### src/rtl/clk_root_pkg.sv
package clk_root_pkg;
  localparam int ADDR_W = 3;
  localparam int DATA_W = 32;
  localparam int SRC_W  = 3;
  localparam int MODE_W = 2;

  typedef enum logic [ADDR_W-1:0] {
    REG_CMD = 3'd0,
    REG_CFG = 3'd1,
    REG_M   = 3'd2,
    REG_N   = 3'd3,
    REG_D   = 3'd4
  } reg_sel_e;

  localparam int CMD_COMMIT_BIT = 0;
  localparam int CMD_FORCE_BIT  = 1;
  localparam int CMD_DIRTY_LSB  = 4;
  localparam int CMD_OFF_BIT    = 31;

  localparam int CFG_SRC_LSB  = 8;
  localparam int CFG_MODE_LSB = 12;
  localparam int CFG_HW_BIT   = 20;

  // dirty vector index: 0 cfg, 1 n, 2 m, 3 d
  localparam int DIRTY_W = 4;

  // fraction register k: 0 m, 1 n, 2 d
  function automatic reg_sel_e mnd_addr(input int k);
    case (k)
      0:       return REG_M;
      1:       return REG_N;
      default: return REG_D;
    endcase
  endfunction

  function automatic int mnd_dirty_idx(input int k);
    case (k)
      0:       return 2;
      1:       return 1;
      default: return 3;
    endcase
  endfunction
endpackage

### src/rtl/clk_root_regs.sv
module clk_root_regs
  import clk_root_pkg::*;
#(
  parameter int DIV_W = 5,
  parameter int MND_W = 8
) (
  input  logic                         clk_i,
  input  logic                         rst_ni,
  input  logic                         we_i,
  input  logic [ADDR_W-1:0]            addr_i,
  input  logic [DATA_W-1:0]            wdata_i,
  input  logic                         commit_done_i,
  output logic [DIV_W-1:0]             st_div_o,
  output logic [SRC_W-1:0]             st_src_o,
  output logic [MODE_W-1:0]            st_mode_o,
  output logic                         st_hw_o,
  output logic [2:0][MND_W-1:0]        st_mnd_o,
  output logic                         force_en_o,
  output logic [DIRTY_W-1:0]           dirty_o
);
  logic [DIRTY_W-1:0] dirty_set;
  logic               wr_cfg, wr_cmd;

  assign wr_cfg = we_i && (addr_i == REG_CFG);
  assign wr_cmd = we_i && (addr_i == REG_CMD);

  always_ff @(posedge clk_i or negedge rst_ni) begin
    if (!rst_ni) begin
      st_div_o  <= '0;
      st_src_o  <= '0;
      st_mode_o <= '0;
      st_hw_o   <= 1'b0;
    end else if (wr_cfg) begin
      st_div_o  <= wdata_i[DIV_W-1:0];
      st_src_o  <= wdata_i[CFG_SRC_LSB +: SRC_W];
      st_mode_o <= wdata_i[CFG_MODE_LSB +: MODE_W];
      st_hw_o   <= wdata_i[CFG_HW_BIT];
    end
  end

  always_ff @(posedge clk_i or negedge rst_ni) begin
    if (!rst_ni)     force_en_o <= 1'b0;
    else if (wr_cmd) force_en_o <= wdata_i[CMD_FORCE_BIT];
  end

  assign dirty_set[0] = wr_cfg;

  for (genvar k = 0; k < 3; k++) begin : g_mnd
    localparam reg_sel_e KADDR = mnd_addr(k);
    localparam int       KDIRT = mnd_dirty_idx(k);
    logic wr_k;
    assign wr_k = we_i && (addr_i == KADDR);
    assign dirty_set[KDIRT] = wr_k;
    always_ff @(posedge clk_i or negedge rst_ni) begin
      if (!rst_ni)   st_mnd_o[k] <= '0;
      else if (wr_k) st_mnd_o[k] <= wdata_i[MND_W-1:0];
    end
  end

  for (genvar i = 0; i < DIRTY_W; i++) begin : g_dirty
    always_ff @(posedge clk_i or negedge rst_ni) begin
      if (!rst_ni)                dirty_o[i] <= 1'b0;
      else if (dirty_set[i])      dirty_o[i] <= 1'b1;
      else if (commit_done_i)     dirty_o[i] <= 1'b0;
    end
  end
endmodule

### src/rtl/clk_root_commit.sv
module clk_root_commit #(
  parameter int LAT = 2
) (
  input  logic clk_i,
  input  logic rst_ni,
  input  logic req_i,
  output logic pending_o,
  output logic done_o
);
  localparam int CW = (LAT < 2) ? 1 : $clog2(LAT + 1);
  logic [CW-1:0] cnt_q;

  assign done_o = pending_o && (cnt_q == CW'(LAT - 1));

  always_ff @(posedge clk_i or negedge rst_ni) begin
    if (!rst_ni) begin
      pending_o <= 1'b0;
      cnt_q     <= '0;
    end else if (req_i && !pending_o) begin
      pending_o <= 1'b1;
      cnt_q     <= '0;
    end else if (done_o) begin
      pending_o <= 1'b0;
      cnt_q     <= '0;
    end else if (pending_o) begin
      cnt_q     <= cnt_q + 1'b1;
    end
  end
endmodule

### src/rtl/clk_root_active.sv
module clk_root_active #(
  parameter int W = 8
) (
  input  logic         clk_i,
  input  logic         rst_ni,
  input  logic         load_i,
  input  logic [W-1:0] d_i,
  output logic [W-1:0] q_o
);
  always_ff @(posedge clk_i or negedge rst_ni) begin
    if (!rst_ni)     q_o <= '0;
    else if (load_i) q_o <= d_i;
  end
endmodule

### src/rtl/clk_root_status.sv
module clk_root_status (
  input  logic clk_i,
  input  logic rst_ni,
  input  logic force_en_i,
  input  logic en_req_i,
  output logic root_off_o
);
  always_ff @(posedge clk_i or negedge rst_ni) begin
    if (!rst_ni) root_off_o <= 1'b1;
    else         root_off_o <= !(force_en_i || en_req_i);
  end
endmodule

### src/rtl/clk_root_ctrl.sv
module clk_root_ctrl
  import clk_root_pkg::*;
#(
  parameter int DIV_W      = 5,
  parameter int MND_W      = 8,
  parameter int COMMIT_LAT = 2
) (
  input  logic               clk_i,
  input  logic               rst_ni,
  input  logic               we_i,
  input  logic [2:0]         addr_i,
  input  logic [31:0]        wdata_i,
  output logic [31:0]        rdata_o,
  input  logic               en_req_i,
  output logic [DIV_W-1:0]   act_div_o,
  output logic [2:0]         act_src_o,
  output logic [1:0]         act_mode_o,
  output logic               act_hwctl_o,
  output logic [MND_W-1:0]   act_m_o,
  output logic [MND_W-1:0]   act_n_o,
  output logic [MND_W-1:0]   act_d_o,
  output logic               root_off_o
);
  localparam int ACT_W = DIV_W + SRC_W + MODE_W + 1 + 3 * MND_W;

  logic [DIV_W-1:0]      st_div;
  logic [SRC_W-1:0]      st_src;
  logic [MODE_W-1:0]     st_mode;
  logic                  st_hw;
  logic [2:0][MND_W-1:0] st_mnd;
  logic                  force_en;
  logic [DIRTY_W-1:0]    dirty;
  logic                  commit_req, commit_pending, commit_done;
  logic [ACT_W-1:0]      st_bus, act_q;

  assign commit_req = we_i && (addr_i == REG_CMD) && wdata_i[CMD_COMMIT_BIT];

  clk_root_regs #(.DIV_W(DIV_W), .MND_W(MND_W)) u_regs (
    .clk_i, .rst_ni, .we_i, .addr_i, .wdata_i,
    .commit_done_i(commit_done),
    .st_div_o(st_div), .st_src_o(st_src), .st_mode_o(st_mode),
    .st_hw_o(st_hw), .st_mnd_o(st_mnd),
    .force_en_o(force_en), .dirty_o(dirty)
  );

  clk_root_commit #(.LAT(COMMIT_LAT)) u_commit (
    .clk_i, .rst_ni, .req_i(commit_req),
    .pending_o(commit_pending), .done_o(commit_done)
  );

  assign st_bus = {st_hw, st_mode, st_src, st_div, st_mnd[2], st_mnd[1], st_mnd[0]};

  clk_root_active #(.W(ACT_W)) u_active (
    .clk_i, .rst_ni, .load_i(commit_done), .d_i(st_bus), .q_o(act_q)
  );

  assign {act_hwctl_o, act_mode_o, act_src_o, act_div_o, act_d_o, act_n_o, act_m_o} = act_q;

  clk_root_status u_status (
    .clk_i, .rst_ni, .force_en_i(force_en), .en_req_i, .root_off_o
  );

  always_comb begin
    rdata_o = '0;
    case (addr_i)
      REG_CMD: begin
        rdata_o[CMD_COMMIT_BIT]                = commit_pending;
        rdata_o[CMD_FORCE_BIT]                 = force_en;
        rdata_o[CMD_DIRTY_LSB +: DIRTY_W]      = dirty;
        rdata_o[CMD_OFF_BIT]                   = root_off_o;
      end
      REG_CFG: begin
        rdata_o[DIV_W-1:0]                     = st_div;
        rdata_o[CFG_SRC_LSB +: SRC_W]          = st_src;
        rdata_o[CFG_MODE_LSB +: MODE_W]        = st_mode;
        rdata_o[CFG_HW_BIT]                    = st_hw;
      end
      REG_M:   rdata_o[MND_W-1:0] = st_mnd[0];
      REG_N:   rdata_o[MND_W-1:0] = st_mnd[1];
      REG_D:   rdata_o[MND_W-1:0] = st_mnd[2];
      default: rdata_o = '0;
    endcase
  end
endmodule

### config.mk
export PLATFORM = sky130hd
export DESIGN_NAME = clk_root_ctrl
export DESIGN_NICKNAME = d
export VERILOG_FILES = /design/src/rtl/clk_root_pkg.sv /design/src/rtl/clk_root_regs.sv /design/src/rtl/clk_root_commit.sv /design/src/rtl/clk_root_active.sv /design/src/rtl/clk_root_status.sv /design/src/rtl/clk_root_ctrl.sv
export SDC_FILE = /design/constraint.sdc
export NUM_CORES = 1
export LEC_CHECK = 0
export ABC_AREA = 1
export BUFFER_PORTS_ARGS = -buffer_cell sky130_fd_sc_hd__buf_2
export CAP_MARGIN = 10
export CORE_ASPECT_RATIO = 1.75
export CORE_MARGIN = 1.5
export CORE_UTILIZATION = 50
export DETAILED_ROUTE_END_ITERATION = 10
export PLACE_DENSITY = 0.85
export SLEW_MARGIN = 0
export SYNTH_ARGS = -nofsm -noshare
export SYNTH_HDL_FRONTEND = slang
export SYNTH_SLANG_ARGS = --single-unit
### constraint.sdc
create_clock -name clk_i -period 1.4 [get_ports clk_i]
set_clock_uncertainty 0.05 [all_clocks]
set_input_delay 0.07 -clock clk_i [delete_from_list [all_inputs] [get_ports clk_i]]
set_output_delay 0.07 -clock clk_i [all_outputs]
set_load 0.02 [all_outputs]
# Word level (Yosys, flattened, before mapping)
# Cells that the tools add are included.
# totals
ff_bits	79
in_bits	39
output_inout_bits	68
wordCells	57
# classes
n_addsub	1
n_eq_ne	5
muxes	17
n_reduce_logical	18
# ops
operator	count
3-bit case mux with 4 select lines	1
2-bit case mux with 5 select lines	1
2-bit nonzero test	5
1-bit logical AND	8
1-bit two-way mux	8
2-bit two-way mux	4
2-bit case mux with 4 select lines	1
3-bit by 2-bit == test with 1-bit output, second input constant	2
1-bit case mux with 5 select lines	1
3-bit by 1-bit == test with 1-bit output, second input constant	1
3-bit == test, second input constant	1
3-bit logical NOT	1
3-bit two-way mux	1
3-bit nonzero test	1
2-bit by 1-bit adder with 2-bit output, second input constant	1
2-bit by 1-bit == test with 1-bit output, second input constant	1
1-bit logical NOT	2
1-bit logical OR	1

# Logic depth before layout (Yosys ltp)
# logic_depth
ltp_word	5
ltp_mapped	7
depth_no_buf	7

# Hierarchy
# From an unflattened synthesis, not the netlist that was laid out.
# hier_totals
hier_cells	469
hier_area_um2	3726.1
# modules_own_cells
module	instances	cells_each	area_each_um2
clk_root_regs	1	180	1631.6
clk_root_active	1	148	1382.6
clk_root_ctrl	1	125	563.0
clk_root_commit	1	14	118.9
clk_root_status	1	2	30.0

# Least setup slack after synthesis
# No wires, ideal clock.
# synth_path
kind	register -> register
start	reg u_commit.cnt_q[0]
end	reg u_active.q_o[10]
setup_time_ps	65
arrival_ps	1029
t_required_ps	1285
path_slack_ps	256
stages_incl_launch_ff	8
n_path_buf	2
path_cell_list	dfrtp_1 -> inv_1 -> nor2_1 -> nand2_1 -> buf_2 -> buf_2 -> nand2_1 -> nand2_1
# synth_between
elab_chain_len	2
# synth_rtl
element	line	source
start: declaration	clk_root_commit.sv:11	logic [CW-1:0] cnt_q;
start signal: assignment	clk_root_commit.sv:26	cnt_q <= cnt_q + 1'b1;
2-bit by 1-bit == test with 1-bit output	clk_root_commit.sv:13	assign done_o = pending_o && (cnt_q == CW'(LAT - 1));
1-bit logical AND	clk_root_commit.sv:13	
end signal: assignment	clk_root_active.sv:12	else if (load_i) q_o <= d_i;
end: declaration	clk_root_active.sv:8	output logic [W-1:0] q_o
# Every way passes these cells.
# A chain may end at the register's enable or synchronous reset.

# Worst setup path in the final report
# layout_path
start	reg u_commit.pending_o
end	out rdata_o[0]
# layout_between
elab_chain_len	1
# layout_rtl
element	line	source
start: declaration	clk_root_commit.sv:7	output logic pending_o,
start signal: assignment	clk_root_commit.sv:17	pending_o <= 1'b0;
start signal: assignment	clk_root_commit.sv:20	pending_o <= 1'b1;
start signal: assignment	clk_root_commit.sv:23	pending_o <= 1'b0;
2-bit case mux with 5 select lines	clk_root_ctrl.sv:65	case (addr_i)
end: declaration	clk_root_ctrl.sv:13	output logic [31:0] rdata_o,
# Every way passes these cells.

==> results.toml <==
[logic_synthesis]
synth_commonest_cells = "nand2_1 (156), dfrtp_1 (78), o21ai_2 (33)"
netlist_area_mm2 = 0.00368
avgSynthCellArea_um2 = 9.09
synthSimpleGateAreaFrac = 0.262
synth_flop_cell = "dfrtp_1"
ys_warn_count = 0
synth_cells = 405
synth.largest_area_cell = "dfrtp_1"
synth_compound_area_frac = 0.0962
yosys-top-cells-area = "dfrtp_1 (53%), nand2_1 (16%), o21ai_2 (7.8%)"
synthDistinctLibCells = 27
synth.top_cell.area_share = 0.530
ys_ff_latch = 79
synth-adder-area-share = 0
synth.area.mux_share = 0
synth_top_family_by_area = "simple AND/OR/NAND/NOR gates"
synth_xor_area_frac = 0
yosysMostFrequentCell = "nand2_1"
ys_async_sr_fraction = 1.00
yosysSeqAreaShare = 0.537
synth_edf_count = 0

[floorplan]
core_mm2 = 0.00718
ios = 107
rows = 41
dieWidth_um = 67.9
start_util = 0.513
fp.dieH_um = 117
fp.dieArea_mm2 = 0.00791

[routing]
firstDrtPassIters = 5
drtIter0Drc = 208
viasPerCell = 5.20
routedWlPerCell_um = 14.9
routed_wl_um = 8690
dr_total_vias = 3034
drc_errors = 0
ant_nets = 0

[sta]
period_share = 0.969
finalSetupViolations = 0
rsz0062_at_grt = "true"
timing.final.hold_violations = 0
setup_ws_ns = 0.0434
fmax_mhz = 737
fin_crit_ns = 1.36
whs_ns = 0.0125
drv_slew = 0

[critical_path]
cpMaxStageDelayCell = "dfrtp_1"
worstSetupStartpointType = "flip-flop"
cp_num_buf_inv = 1
worstPathRequired_ns = 1.28
slowest_delay_ns = 0.42
worstSetupPathDepth = 5
r2r-start = "u_commit.pending_o"
cp_cell_sequence = "nand3_2 > nand2_2 > nor2_2 > nand2_1 > buf_2"
cp.arrival_ns = 1.24
worst_setup_path_end_kind = "output port"
rr_worst_depth = 5
startpoint = "u_commit.pending_o"
cp_max_fo = 3
crit_family = "flip-flops"
path_class = "flip-flop to output port"

[worst_hold_path]
holdCritStartpoint = "wdata_i[7]"
hold_path_class = "primary input to flip-flop"
worstHoldPathCells = 3

[placed_design]
dp_hpwl_um = 5920
gp_congestion = 0.872
dp_slack_ns = 0.0859
placed_area_mm2 = 0.00402
portBuffers = 71

[grt]
grtUsageTotal = 0.236
grt_max_degree = 42
grt_pass1_vias = 2860
grt_remaining_overflow = 0
grt_pass1_wl_um = 13800
antenna_found_initial = 0

[layout]
seqCellArea_mm2 = 0.00198
multi_input_area_mm2 = 0.00139
area_growth_pct = 21.6
fill_cells = 585
antenna_cells = 0
layout-drive-gt1-share = 0.316
finalNetCount = 531
fin_area_mm2 = 0.00448

[power]
p_leak_nw = 2.48
vdd_drop_max_mv = 0.871
p_per_area_mw_per_mm2 = 1960

[clock_network]
cts.path.max_buffers = 2
cts_buffers = 9
cts_tree = "done"
clkTransAtPathRegs_ns = 0.06
cts.sinks = 79
ctsHtreeMaxLevel = 3
cts_root_buf = "clkbuf_16"
clock_latency_ns = 0.33

[outcome]
status = "completed"

[flow_run]
cap_violations = 0
## per-stage QoR
| stage | util | setup TNS [ns] | instances | power [W] |
|---|---|---|---|---|
| finish | 0.624 | 0 | 583 | 0.00877 |
| global placement | 0.560 | 0 | 553 | 0.00618 |
| global route | 0.624 | -0.0316 | 583 | 0.00930 |
| detailed placement | 0.560 | 0 | 553 | 0.00629 |
| floorplan | - | 0 | 421 | 0.00535 |
| CTS | 0.616 | 0 | 579 | 0.00876 |
## cell type report
| cell class | count | share of cell area |
|---|---|---|
| Timing Repair Buffer | 95 | 0.130 |
| Tap cell | 86 | 0.0240 |
| Inverter | 28 | 0.0243 |
| Sequential cell | 79 | 0.442 |
| Clock inverter | 3 | 0.00894 |
| Clock buffer | 13 | 0.0603 |
| Multi-Input combinational cell | 279 | 0.311 |
## worst min-delay path: cells and delay by family
family	cells	cell delay, ns
compound gates	1	0.13
buf+inv	2	0.16
## path summary, 6_finish.rpt
check | endpoint | slack, ns
hold / removal | u_regs.st_mnd_o[7] | 0.01
setup reg to reg | u_active.q_o[11] | 0.08
hold reg to reg | u_status.root_off_o | 0.38
max in group asynchronous | u_regs.st_mnd_o[19] | 0.65
min in group asynchronous | u_active.q_o[3] | 0.09
setup / recovery | rdata_o[0] | 0.04
## cell usage in the layout (no fill, tap or decap), types with 2 or more instances in the layout
cell           Yosys  routed
inv_2              3       2
buf_6              6       2
nand3_2            1       2
dfrtp_1           78      78
dlygate4sd3_1      0       8
inv_1             24      24
nand2_2            5       6
buf_4             19      15
conb_1             1      17
nand2_1          156     155
buf_2              8      69
o21ai_0           11      10
nor2_8             2       2
clkinv_2           1       3
nand4_1            7       7
clkbuf_16          0       9
nand3_1           25      24
o21ai_2           33      33
nand2_4            3       3
o21ai_1            1       2
nor2_1            12      11
nor2_4             2       2
clkbuf_8           0       3
## flip-flops by register name, summed over array words and instances, names as in the netlist, 2 cells and up
signal / count
u_active.q_o: 35
u_commit.cnt_q: 2
u_regs.dirty_o: 4
u_regs.st_div_o: 5
u_regs.st_mnd_o: 24
u_regs.st_mode_o: 2
u_regs.st_src_o: 3
## cell families after synthesis
kind of cell	count (synthesis)
DFF	79
buffers and inverters	63
and+or+nand+nor	216
other	1
AOI/OAI and AO/OA	46
## layer usage
| layer | part of all wire | up-vias | track usage | wire length, µm |
|---|---|---|---|---|
| met3 | 0.052 | 28 | 0.0462 | 454 |
| met1 | 0.38 | 1445 | 0.276 | 3330 |
| met5 | 0 | - | 0 | 0 |
| met2 | 0.53 | 133 | 0.410 | 4630 |
| li1 | - | 1428 | - | - |
| met4 | 0.032 | 0 | 0.104 | 276 |
## repair_timing
action	CTS	global route
pin swaps	0	4
gates resized for setup	0	9
hold buffers	8	0
buffers inserted	2	4
endpoints found under the setup margin	1	31
hold endpoints to repair	85	0
## power breakdown
group	leakage, nW	internal (W)	switching, W	total (W)
registers	0.998	0.00308	0.000482	0.00356
clock network	0.156	0.00152	0.000857	0.00238
logic	1.33	0.000977	0.00185	0.00283
total	2.48	0.00557	0.00319	0.00877
Power figures use the tool's default switching activity.
